===== src/rtl/xbus_pkg.sv =====
package xbus_pkg;

  typedef enum logic [1:0] {
    XS_IDLE  = 2'd0,
    XS_ADDR  = 2'd1,
    XS_STRB  = 2'd2,
    XS_RECOV = 2'd3
  } xs_state_e;

  // extra strobe cycles beyond the base cycle for a 2-bit wait code
  function automatic logic [1:0] strobe_extra(input logic [1:0] code);
    logic [1:0] r;
    case (code)
      2'd0:    r = 2'd0;
      2'd1:    r = 2'd1;
      default: r = 2'd2;
    endcase
    return r;
  endfunction

  // top wait code inserts an idle cycle before the next address
  function automatic logic adds_recovery(input logic [1:0] code);
    return code == 2'd3;
  endfunction

  // lower sector only exists for limit codes 2..7; seg is addr[15:13]
  function automatic logic split_lower(input logic [2:0] lim, input logic [2:0] seg);
    return (lim >= 3'd2) && (seg < lim);
  endfunction

endpackage


===== src/rtl/xbus_regs.sv =====
module xbus_regs #(
  parameter int DATA_W = 8
) (
  input  logic              clk,
  input  logic              rst_n,
  input  logic              cfg_we,
  input  logic              cfg_sel,
  input  logic [DATA_W-1:0] cfg_wdata,
  output logic [DATA_W-1:0] cfg_rdata,
  output logic              en,
  output logic [2:0]        lim,
  output logic [1:0]        ws_lo,
  output logic [1:0]        ws_hi,
  output logic              keep,
  output logic [2:0]        hmask
);
  localparam int USED1 = 4;

  logic [DATA_W-1:0] reg0;
  logic [USED1-1:0]  reg1;

  always_ff @(posedge clk or negedge rst_n) begin
    if (!rst_n) begin
      reg0 <= '0;
      reg1 <= '0;
    end else if (cfg_we) begin
      if (cfg_sel) reg1 <= cfg_wdata[USED1-1:0];
      else         reg0 <= cfg_wdata;
    end
  end

  always_comb begin
    cfg_rdata = '0;
    if (cfg_sel) cfg_rdata[USED1-1:0] = reg1;
    else         cfg_rdata = reg0;
  end

  assign en    = reg0[0];
  assign lim   = reg0[3:1];
  assign ws_lo = reg0[5:4];
  assign ws_hi = reg0[7:6];
  assign keep  = reg1[0];
  assign hmask = reg1[3:1];
endmodule


===== src/rtl/xbus_decode.sv =====
module xbus_decode
  import xbus_pkg::*;
#(
  parameter int ADDR_W = 16,
  parameter int HI_W   = 8
) (
  input  logic [ADDR_W-1:0] acc_addr,
  input  logic [2:0]        lim,
  input  logic [1:0]        ws_lo,
  input  logic [1:0]        ws_hi,
  input  logic [2:0]        hmask,
  output logic [1:0]        sel_code,
  output logic              in_lower,
  output logic [HI_W-1:0]   hi_oe
);
  localparam int CNT_W = $clog2(HI_W + 1);

  logic [2:0]       seg;
  logic [CNT_W-1:0] hi_count;

  assign seg      = acc_addr[ADDR_W-1 -: 3];
  assign in_lower = split_lower(lim, seg);
  assign sel_code = in_lower ? ws_lo : ws_hi;

  // number of high address pins kept by the interface
  assign hi_count = (hmask == 3'b111) ? '0 : (CNT_W'(HI_W) - CNT_W'(hmask));

  for (genvar i = 0; i < HI_W; i++) begin : g_hi_oe
    assign hi_oe[i] = (hi_count > CNT_W'(i));
  end
endmodule


===== src/rtl/xbus_seq.sv =====
module xbus_seq
  import xbus_pkg::*;
#(
  parameter int ADDR_W = 16,
  parameter int DATA_W = 8
) (
  input  logic              clk,
  input  logic              rst_n,
  input  logic              en,
  input  logic              req,
  input  logic              we,
  input  logic [ADDR_W-1:0] addr,
  input  logic [DATA_W-1:0] wdata,
  input  logic [DATA_W-1:0] ad_in,
  input  logic [1:0]        sel_code,
  output logic [ADDR_W-1:0] lat_addr,
  output logic              ale,
  output logic              rd_n,
  output logic              wr_n,
  output logic [DATA_W-1:0] ad_drv,
  output logic              ad_oe,
  output logic              ready,
  output logic [DATA_W-1:0] rdata,
  output logic              acc_start,
  output logic              strobe_last
);
  xs_state_e         state;
  logic              lat_we;
  logic [DATA_W-1:0] lat_wd;
  logic [1:0]        cnt;
  logic              recov_pend;

  assign acc_start   = (state == XS_IDLE) && en && req;
  assign strobe_last = (state == XS_STRB) && (cnt == 2'd0);

  always_ff @(posedge clk or negedge rst_n) begin
    if (!rst_n) begin
      state      <= XS_IDLE;
      lat_addr   <= '0;
      lat_we     <= 1'b0;
      lat_wd     <= '0;
      cnt        <= '0;
      recov_pend <= 1'b0;
      ready      <= 1'b0;
      rdata      <= '0;
    end else begin
      ready <= 1'b0;
      case (state)
        XS_IDLE: begin
          if (acc_start) begin
            lat_addr <= addr;
            lat_we   <= we;
            lat_wd   <= wdata;
            state    <= XS_ADDR;
          end
        end
        XS_ADDR: begin
          cnt        <= strobe_extra(sel_code);
          recov_pend <= adds_recovery(sel_code);
          state      <= XS_STRB;
        end
        XS_STRB: begin
          if (cnt == 2'd0) begin
            if (!lat_we) rdata <= ad_in;
            ready <= 1'b1;
            state <= recov_pend ? XS_RECOV : XS_IDLE;
          end else begin
            cnt <= cnt - 2'd1;
          end
        end
        default: state <= XS_IDLE;
      endcase
    end
  end

  assign ale    = (state == XS_ADDR);
  assign rd_n   = !((state == XS_STRB) && !lat_we);
  assign wr_n   = !((state == XS_STRB) && lat_we);
  assign ad_oe  = (state == XS_ADDR) || ((state == XS_STRB) && lat_we);
  assign ad_drv = (state == XS_ADDR) ? lat_addr[DATA_W-1:0] : lat_wd;
endmodule


===== src/rtl/xbus_ctrl.sv =====
module xbus_ctrl #(
  parameter int ADDR_W = 16,
  parameter int DATA_W = 8
) (
  input  logic              clk,
  input  logic              rst_n,
  input  logic              cfg_we,
  input  logic              cfg_sel,
  input  logic [DATA_W-1:0] cfg_wdata,
  output logic [DATA_W-1:0] cfg_rdata,
  input  logic              req,
  input  logic              we,
  input  logic [ADDR_W-1:0] addr,
  input  logic [DATA_W-1:0] wdata,
  output logic [DATA_W-1:0] rdata,
  output logic              ready,
  output logic              bus_own,
  output logic              ale,
  output logic              rd_n,
  output logic              wr_n,
  output logic [DATA_W-1:0] ad_o,
  output logic              ad_oe,
  input  logic [DATA_W-1:0] ad_in,
  output logic              ad_keep,
  output logic [ADDR_W-DATA_W-1:0] a_o,
  output logic [ADDR_W-DATA_W-1:0] a_oe
);
  localparam int HI_W = ADDR_W - DATA_W;

  logic              en, keep;
  logic [2:0]        lim, hmask;
  logic [1:0]        ws_lo, ws_hi, sel_code;
  logic              in_lower;
  logic [HI_W-1:0]   hi_oe;
  logic [ADDR_W-1:0] lat_addr;
  logic [DATA_W-1:0] ad_drv, last_ad;
  logic              acc_start, strobe_last;

  xbus_regs #(.DATA_W(DATA_W)) u_regs (
    .clk(clk), .rst_n(rst_n), .cfg_we(cfg_we), .cfg_sel(cfg_sel),
    .cfg_wdata(cfg_wdata), .cfg_rdata(cfg_rdata), .en(en), .lim(lim),
    .ws_lo(ws_lo), .ws_hi(ws_hi), .keep(keep), .hmask(hmask)
  );

  xbus_decode #(.ADDR_W(ADDR_W), .HI_W(HI_W)) u_dec (
    .acc_addr(lat_addr), .lim(lim), .ws_lo(ws_lo), .ws_hi(ws_hi),
    .hmask(hmask), .sel_code(sel_code), .in_lower(in_lower), .hi_oe(hi_oe)
  );

  xbus_seq #(.ADDR_W(ADDR_W), .DATA_W(DATA_W)) u_seq (
    .clk(clk), .rst_n(rst_n), .en(en), .req(req), .we(we), .addr(addr),
    .wdata(wdata), .ad_in(ad_in), .sel_code(sel_code), .lat_addr(lat_addr),
    .ale(ale), .rd_n(rd_n), .wr_n(wr_n), .ad_drv(ad_drv), .ad_oe(ad_oe),
    .ready(ready), .rdata(rdata), .acc_start(acc_start),
    .strobe_last(strobe_last)
  );

  // last value driven on the shared lines, shown while they float
  always_ff @(posedge clk or negedge rst_n) begin
    if (!rst_n)     last_ad <= '0;
    else if (ad_oe) last_ad <= ad_drv;
  end

  assign ad_o    = ad_oe ? ad_drv : last_ad;
  assign ad_keep = keep && !ad_oe;
  assign bus_own = en;
  assign a_oe    = {HI_W{en}} & hi_oe;
  assign a_o     = lat_addr[ADDR_W-1 -: HI_W] & a_oe;
endmodule


===== config.mk =====
export PLATFORM = sky130hd
export DESIGN_NAME = xbus_ctrl
export DESIGN_NICKNAME = d
export VERILOG_FILES = /design/src/rtl/xbus_pkg.sv /design/src/rtl/xbus_regs.sv /design/src/rtl/xbus_decode.sv /design/src/rtl/xbus_seq.sv /design/src/rtl/xbus_ctrl.sv
export SDC_FILE = /design/constraint.sdc
export NUM_CORES = 1
export LEC_CHECK = 0
export CAP_MARGIN = 20
export CORE_ASPECT_RATIO = 1.75
export CORE_MARGIN = 2
export CORE_UTILIZATION = 46
export CTS_CLUSTER_DIAMETER = 80
export CTS_CLUSTER_SIZE = 25
export DETAILED_ROUTE_END_ITERATION = 6
export HOLD_SLACK_MARGIN = 0.02
export PLACE_DENSITY = 0.9
export SETUP_SLACK_MARGIN = 0.05
export SKIP_LAST_GASP = 1
export SLEW_MARGIN = 10
export SYNTH_ARGS = -nofsm -noshare
export SYNTH_HDL_FRONTEND = slang
export SYNTH_SLANG_ARGS = --single-unit

===== constraint.sdc =====
create_clock -name clk -period 2.1 [get_ports clk]
set_input_delay 0.21 -clock clk [delete_from_list [all_inputs] [get_ports clk]]
set_output_delay 0.21 -clock clk [all_outputs]
set_load 0.01 [all_outputs]

; Word level (Yosys, flattened, before mapping)
; Cells that the tools add are included.
[classes]
div_mod_pow = 0
eq_ne = 8
bitwise_logic = 4
muxes = 15
n_lt_le_gt_ge = 10
shifts = 0
n_reduce_logical = 21
n_addsub = 2
multipliers = 0
[ops]
columns = operator, n
row1 = $and A8 B8 Y8, 2
row2 = $gt A4 B3 Y1 const B, 4
row3 = $mux W8, 2
row4 = $mux W4, 3
row5 = $mux W2, 5
row6 = $reduce_and A2 Y1, 5
row7 = $gt A4 B1 Y1 const B, 2
row8 = $gt A4 B2 Y1 const B, 2
row9 = $pmux W2 S2, 2
row10 = $logic_and A1 B1 Y1, 6
row11 = $logic_not A2 Y1, 3
row12 = $pmux W2 S3, 1
row13 = $eq A2 B1 Y1 const B, 2
row14 = $eq A2 B2 Y1 const B, 2
row15 = $logic_not A1 Y1, 4
row16 = $ne A2 B2 Y1 const B, 2
row17 = $sub A4 B3 Y4 const A, 1
row18 = $eq A3 B3 Y1 const B, 1
row19 = $ge A3 B2 Y1 const B, 1
row20 = $lt A3 B3 Y1, 1
row21 = $reduce_and A3 Y1, 1
row22 = $mux W1, 2
row23 = $ne A2 B1 Y1 const B, 1
row24 = $not A1 Y1, 2
row25 = other kinds (3), 3
[totals]
latch_bits = 0
n_memories = 0
inputBits = 46
elab_cells = 71
mem_bits_ro = 0
ramBits = 0
regBits = 59

; Logic depth before layout (Yosys ltp)
; Gate-level depths: netlist of the first run.
[logic_depth]
ltp_word = 6
depth_mapped = 6

; Cells and area by module
; A second synthesis of the first run with hierarchy kept.
[unflattened]
hier_cells = 240
hier_area_um2 = 2969.1
[by_module_without_submodules]
columns = module, area_each_um2, instances, cells_per_inst, seq_area_each_um2
row1 = xbus_seq, 1685.4, 1, 132, 975.9
row2 = xbus_regs, 584.3, 1, 36, 300.3
row3 = xbus_ctrl, 461.7, 1, 35, 200.2
row4 = xbus_decode, 237.7, 1, 37, 0.0

; Worst setup path before layout of the first run
; Ideal clock, no wire load.
[synth_path]
kind = register to output
start = register u_regs.reg0[0]
end = output port a_o[5]
arrival_time_ps = 1350
path_stages_with_launch = 6
setup_slack_ps = 540
cell_sequence = dfrtp_1 -> buf_4 -> nand2b_1 -> nor3_1 -> a31o_2 -> and2_1
[synth_via]
elab_chain_len = 2
[synth_rtl]
columns = item, line
row1 = "start, declared", xbus_regs.sv:19  ; logic [DATA_W-1:0] reg0;
row2 = "start signal, assigned", xbus_regs.sv:28  ; else reg0 <= cfg_wdata;
row3 = $and A8 B8 Y8, xbus_ctrl.sv:67  ; assign a_oe = {HI_W{en}} & hi_oe;
row4 = net a_oe[5], xbus_ctrl.sv:26  ; output logic [ADDR_W-DATA_W-1:0] a_oe
row5 = $and A8 B8 Y8, xbus_ctrl.sv:68  ; assign a_o = lat_addr[ADDR_W-1 -: HI_W] & a_oe;
row6 = "end, declared", xbus_ctrl.sv:25  ; output logic [ADDR_W-DATA_W-1:0] a_o,
; The timed path passes the listed nets, and every way through them passes these cells.

; Worst setup path in the final report of the first run
[layout_path]
start = register u_regs.reg1[2]
end = output port a_o[2]
[layout_via]
elab_chain_len = 5
[layout_rtl]
columns = item, line
row1 = "start, declared", xbus_regs.sv:20  ; logic [USED1-1:0] reg1;
row2 = "start signal, assigned", xbus_regs.sv:27  ; if (cfg_sel) reg1 <= cfg_wdata[USED1-1:0];
row3 = $sub A4 B3 Y4 / $eq A3 B3 Y1 (equally long branches), xbus_decode.sv:26  ; assign hi_count = (hmask == 3'b111) ? '0 : (CNT_W'(HI_W) - CNT_W'(hmask));
row4 = $mux W4 *, xbus_decode.sv:26
row5 = $gt A4 B2 Y1 *, xbus_decode.sv:29  ; assign hi_oe[i] = (hi_count > CNT_W'(i));
row6 = $and A8 B8 Y8 *, xbus_ctrl.sv:67
row7 = $and A8 B8 Y8 *, xbus_ctrl.sv:68
; Every way passes the cells marked *; elsewhere a longest branch is shown, timed or not.

==> run metrics, run 1 <==
status finished, final reports clean; final setup TNS 0 ns; Via-to-Cell Ratio 5.08; Core ar. 5930 sq um; initial drt markers 57; P per Cell Area 1190 nW/um^2; Synth Net Count 287; clock transition at the registers of the reported paths 0.07 ns; Num CTS Buffers 9; H-Tree Depth 3; Worst Setup SP u_regs.reg1[2]; total congestion overflow 0; R2R Setup Slk 0.41 ns; Cell Area, Synth 2830 sq um; Setup violations, final 0; share of post-route cells with drive strength above 1 27.4%; Area Growth Syn to Fin 45.0%; Rel. slew slack 60.6%; Inserted Diodes 0; largest net degree at the start of global routing 37; WP data required 1.89 ns; slowest cell on the critical path clkdlybuf4s50_1; vias in the first global route 2356; area of the die 6810 sq um; max-cap viol count 0; Final Hold Viols 0; yosys warns 0; GRT Total Usage 20.7%; Mapped Cells 236; Setup Crit Path Kind reg2out; Port Buffer Count 92; register area share after synthesis 52.2%; Starting Density 47.7%; Final Cell Area 4100 sq um; total power 4.89 mW; Setup crit end kind primary output; VDD IR max 0.947 mV; final wirelength 6.52 mm; HPWL Detailed 4.83 mm; CTS tree built; Post-synth EDFFs 0; die extent in y 108 um; Root Buffer clkbuf_8; Slew @ Worst Pin 0.591 ns; Area after DPL 3890 sq um; largest stage delay on the critical path 0.54 ns; syn_area_per_cell 12.0 sq um; asr flop ratio synth 100%; Final nets 400; final core utilization 69.2%; Hold Slack 0.419 ns; crit path cell chain buf_4 > a21boi_1 > and2_1 > clkdlybuf4s50_1; FP Rows 37; critical path data arrival time 1.79 ns; final clock skew 0.00759 ns; I/O Pins 93; worst-path fanout max 4; antenna violations before repair 0; prevailing post-synth register cell dfrtp_1; R2R Path Start u_seq.cnt[0]; f_max 499 MHz; Clock Sinks 59; crit path time final 2.00 ns; Synth Register Bits 59; leakage power total 1.91 nW; die width 63.3 um; DRC viols 0; Wirelength per Cell 15.1 um; first-pass GRT wire length 10.8 mm; worst min path class in2async; fin crit share 95.4%; Startpoint Class register; final-layout fill cell count 486; first drt pass iteration count 4; Cell variety after synth 42; CTS Buffer Depth 2; max-slew violations 0; RSZ-0062 raised after global routing yes; Worst-Skew Late Latency 0.34 ns; global placement routability congestion 0.868; Antenna Nets Post-Route 0; via count 2195
critical path: cells and delay by family (launching register included):
kind            cells  cell delay, ns
buf+inv             2            0.71
flops               1            0.42
compound gates      1            0.17
simple gates        1            0.16
metal layers:
layer | vias up | global-route usage [%] | share of wire (%)
met5 | - | 0 | 0
met4 | 0 | 10.7 | 3.2
met3 | 16 | 5.33 | 5.5
met2 | 67 | 36.9 | 52
met1 | 1066 | 22.4 | 39
li1 | 1046 | - | -
logic make-up after synthesis:
group,share of synthesized area [%]
xor gates and xnor gates,0.310
DFF,52.2
and+or+nand+nor,12.4
AOI/OAI and AO/OA,7.26
adders and majority gates,2.21
muxes,20.8
buffers and inverters,4.78
stage by stage:
stage / std cells / setup slack, ns
after global placement: 409 / 0.0822
final: 432 / 0.0963
after global routing: 432 / 0.00674
after floorplan: 236 / 0.540
after detailed placement: 409 / 0.0216
after CTS: 431 / -0.0681
state kept, by name, indices dropped and copies added (netlist names):
register          count
u_seq.state           2
u_seq.lat_wd          8
u_seq.ready           1
u_seq.rdata           8
u_regs.reg1           4
u_seq.lat_we          1
u_regs.reg0           8
last_ad               8
u_seq.lat_addr       16
u_seq.cnt             2
u_seq.recov_pend      1
what timing repair did:
| item | CTS | global route |
|---|---|---|
| pin swaps | 1 | 1 |
| hold buffers | 1 | 0 |
| endpoints found under the hold margin | 23 | 0 |
| gates resized for setup | 29 | 38 |
| buffers inserted | 5 | 1 |
| setup endpoints to repair | 20 | 21 |
path summary, 6_finish.rpt:
check	endpoint	cells past startpoint
max	a_o[2]	4
min	u_seq.lat_addr[15]	2
max reg2reg	u_seq.rdata[2]	5
min reg2reg	u_seq.lat_addr[6]	1
max in group asynchronous	u_seq.lat_addr[6]	3
min in group clk	u_seq.lat_addr[11]	3
cell type report:
class	instances	area, sq um	share of cell area, %
inverter	12	45.0	1.10
tap	78	97.6	2.38
multi-input combinational	154	1230	30.1
timing repair buffer	113	1060	25.8
clock inverter	5	36.3	0.885
sequential	59	1480	36.0
clock buffer	11	151	3.69
where the power goes:
| group | total [mW] | internal, mW | switching, mW |
|---|---|---|---|
| Combinational | 2.08 | 1.16 | 0.916 |
| Sequential | 1.87 | 1.61 | 0.252 |
| Clock | 0.949 | 0.493 | 0.456 |
synthesized netlist by cell type (4+ instances only):
cell type	count	area [sq um]
mux2_1	8	90.1
o21ai_0	17	85.1
mux2i_1	9	90.1
buf_6	5	56.3
mux2_2	31	349
ha_1	5	62.6
mux2_4	4	60.1
inv_1	12	45.0
nand2_1	26	97.6
nor2b_1	6	37.5
dfrtp_1	59	1480
and2_1	4	25.0
nor2_1	8	30.0
cell usage in the layout, fill, tap and decap left out, drive strengths merged, types with 2 or more instances in the layout:
| master | count |
|---|---|
| dlygate4sd2 | 3 |
| mux2 | 43 |
| nor2b | 8 |
| buf | 22 |
| o21ai | 17 |
| clkinvlp | 3 |
| inv | 13 |
| clkdlybuf4s15 | 3 |
| nand2 | 27 |
| and3 | 2 |
| ha | 5 |
| nand2b | 4 |
| clkdlybuf4s50 | 69 |
| clkbuf | 22 |
| dfrtp | 59 |
| nor2 | 8 |
| a31oi | 2 |
| nor3 | 3 |
| nand3 | 3 |
| dlymetal6s2s | 4 |
| and2 | 5 |
| mux2i | 9 |
| a21boi | 3 |
Note: power is estimated with default switching activity, not from simulation.
==> run 2: changes to the inputs <==
--- a/config.mk
+++ b/config.mk
@@ -5,10 +5,12 @@
 export SDC_FILE = /design/constraint.sdc
 export NUM_CORES = 1
 export LEC_CHECK = 0
-export CAP_MARGIN = 20
+export CAP_MARGIN = 5
+export CELL_PAD_IN_SITES_DETAIL_PLACEMENT = 2
+export CELL_PAD_IN_SITES_GLOBAL_PLACEMENT = 2
 export CORE_ASPECT_RATIO = 1.75
 export CORE_MARGIN = 2
-export CORE_UTILIZATION = 46
+export CORE_UTILIZATION = 29
 export CTS_CLUSTER_DIAMETER = 80
 export CTS_CLUSTER_SIZE = 25
 export DETAILED_ROUTE_END_ITERATION = 6
==> run 2 against run 1 <==
Final cell count increased by 11%; core utilization shrank 23 points; fmax is 0.55% lower; total power up 21%; largest cell class unchanged; largest power group unchanged.
==> run metrics, run 2 (synthesized netlist as in run 1, its figures left out) <==
status finished, final reports clean; Inserted Diodes 0 (unchanged); WP data required 1.89 ns (about the same); FF+latch area 1480 sq um (about the same); Final nets 402 (+0.50%); RSZ-0062 raised after global routing yes; Setup Crit Path Kind reg2out; CTS tree built; die width 78.6 um (+24%); DRC viols 0 (unchanged); Most flops, register u_seq.lat_addr; R2R Path Start u_seq.cnt[0]; P per Cell Area 1360 nW/um^2 (+14%); Core ar. 9470 sq um (+60%); worst-path fanout max 3 (-1); Wirelength per Cell 19.5 um (+29%); leakage power total 2.00 nW (+4.6%); max-cap viol count 0 (unchanged); Startpoint Class register; worst reg2reg path depth 6 (+1); Num CTS Buffers 9 (unchanged); Port Buffer Count 92 (unchanged); Root Buffer clkbuf_16; share of post-route cells with drive strength above 1 30.1% (+2.7 points); final wirelength 9.32 mm (+43%); Area Growth Syn to Fin 53.3%; Via-to-Cell Ratio 4.76 (-6.2%); clock transition at the registers of the reported paths 0.05 ns (-0.02 ns); I/O Pins 93 (unchanged); Setup violations, final 0 (unchanged); via count 2277 (+3.7%); min setup slack post-route 0.0851 ns (-0.0112 ns); GRT Total Usage 18.9% (-1.8 points); antenna violations before repair 0 (unchanged); FP Rows 47 (+27%); VDD IR max 0.569 mV (-40%); Slew @ Worst Pin 0.774 ns (+0.183 ns); final clock skew 0.00631 ns (-0.00128 ns); Hold Slack 0.0622 ns (-0.357 ns); area of the die 10600 sq um (+55%); R2R Setup Slk 0.35 ns (-0.06 ns); most frequent cells in the layout 68 x clkdlybuf4s50_1, 57 x dfrtp_1, 31 x mux2_2; first-pass GRT wire length 14.8 mm (+37%); max reg flops 16 (unchanged); vias in the first global route 2637 (+12%); critical path data arrival time 1.80 ns (about the same); Final Hold Viols 0 (unchanged); crit path time final 2.01 ns (+0.0112 ns); Worst-Skew Late Latency 0.33 ns (about the same); Rel. slew slack 48.4% (-12 points); die extent in y 135 um (+25%); CTS Buffer Depth 2 (unchanged); initial drt markers 72 (+26%); area occupied by multi-input gates 1260 sq um (+2.1%); global placement routability congestion 0.758 (-13%); HPWL Detailed 6.81 mm (+41%); commonest non-fill, non-tap cell in the layout clkdlybuf4s50_1; worst min path class in2async; DP Worst Slack -0.0465 ns (-0.0682 ns); first drt pass iteration count 4 (unchanged); Starting Density 29.9% (-18 points); R2R Path End u_seq.cnt[1]; H-Tree Depth 3 (unchanged); fin crit share 95.9% (+0.53 points); CTS Hold Bufs 0 (-1); Antenna Nets Post-Route 0 (unchanged); Setup crit end kind primary output; f_max 496 MHz (-0.55%); final-layout fill cell count 947 (+95%); largest net degree at the start of global routing 60 (+62%); Clock Sinks 59 (unchanged); max-slew violations 0 (unchanged); total congestion overflow 0 (unchanged)
-- run 2: cell count changes in the layout (fill, tap and decap cells not counted), moves of 3 or more --
cell / before / now
dlygate4sd2_1: 3 / 6
clkbuf_2: 11 / 6
buf_2: 2 / 7
clkbuf_8: 11 / 3
clkinvlp_4: 3 / 0
clkbuf_16: 0 / 9
o21ai_2: 0 / 3
-- run 2: worst max-delay path, stage by stage (launching register included) --
cell and delay [ns]:
dfrtp_2 0.41, inv_2 0.07, ha_4 0.17, nand3b_1 0.11
o21ai_1 0.09, a31o_2 0.22, buf_4 0.13, and2_1 0.14
buf_2 0.14
-- run 2: timing repair --
| item | in CTS | in global routing |
|---|---|---|
| setup endpoints to repair | 24 | 19 |
| pin swaps | 4 | 3 |
| cloned | 0 | 0 |
| gates resized for setup | 57 | 30 |
| buffers inserted | 5 | 3 |
-- run 2: layout make-up --
type / count / area share [%]
clock buffer: 13 / 6.23
clock inverter: 3 / 1.59
inverter: 12 / 1.04
multi-input combinational: 154 / 29.0
sequential: 59 / 34.1
tap: 122 / 3.52
timing repair buffer: 115 / 24.5
-- run 2: per-layer routing --
| layer | share of wire (%) | global-route usage [%] | vias to the layer above |
|---|---|---|---|
| met5 | 0 | 0 | - |
| met4 | 2.0 | 7.41 | 0 |
| met3 | 2.6 | 3.48 | 11 |
| met2 | 60 | 36.6 | 44 |
| li1 | - | - | 1045 |
| met1 | 35 | 19.5 | 1177 |
-- run 2: through the flow --
| step | total power, mW | util [%] | area [sq um] | TNS, ns | std cells |
|---|---|---|---|---|---|
| floorplan | 3.06 | - | 2830 | 0 | 236 |
| global placement | 4.07 | 41.7 | 3940 | 0 | 454 |
| detailed placement | 4.25 | 41.7 | 3940 | -0.106 | 454 |
| CTS | 5.96 | 45.8 | 4330 | -0.185 | 475 |
| global route | 6.26 | 45.8 | 4340 | 0 | 478 |
| finish | 5.90 | 45.8 | 4340 | 0 | 478 |
-- run 2: worst max-delay path by stage --
stage / start / endpoint / slack [ns] / depth (start not counted)
final: u_regs.reg1[2] / a_o[5] / 0.09 / 8
after global routing: u_regs.reg1[2] / a_o[1] / 0.01 / 7
after CTS: u_regs.reg1[2] / a_o[1] / -0.10 / 7
after detailed placement: u_regs.reg1[1] / a_o[3] / -0.05 / 8
after global placement: u_regs.reg1[1] / a_o[3] / 0.07 / 8
after floorplan: u_regs.reg0[0] / a_o[5] / 0.54 / 5
-- run 2: report_power, final --
group	internal, mW	switching, mW	total [mW]
Clock	1.14	0.522	1.66
Sequential	1.62	0.302	1.92
Combinational	1.26	1.07	2.32
Total	4.01	1.89	5.90
==> run 3: changes to the inputs <==
--- a/config.mk
+++ b/config.mk
@@ -14,7 +14,6 @@
 export CTS_CLUSTER_DIAMETER = 80
 export CTS_CLUSTER_SIZE = 25
 export DETAILED_ROUTE_END_ITERATION = 6
-export HOLD_SLACK_MARGIN = 0.02
 export PLACE_DENSITY = 0.9
 export SETUP_SLACK_MARGIN = 0.05
 export SKIP_LAST_GASP = 1
==> results of run 3 <==
The final DEF is identical to that of run 2; final timing and power are the same.
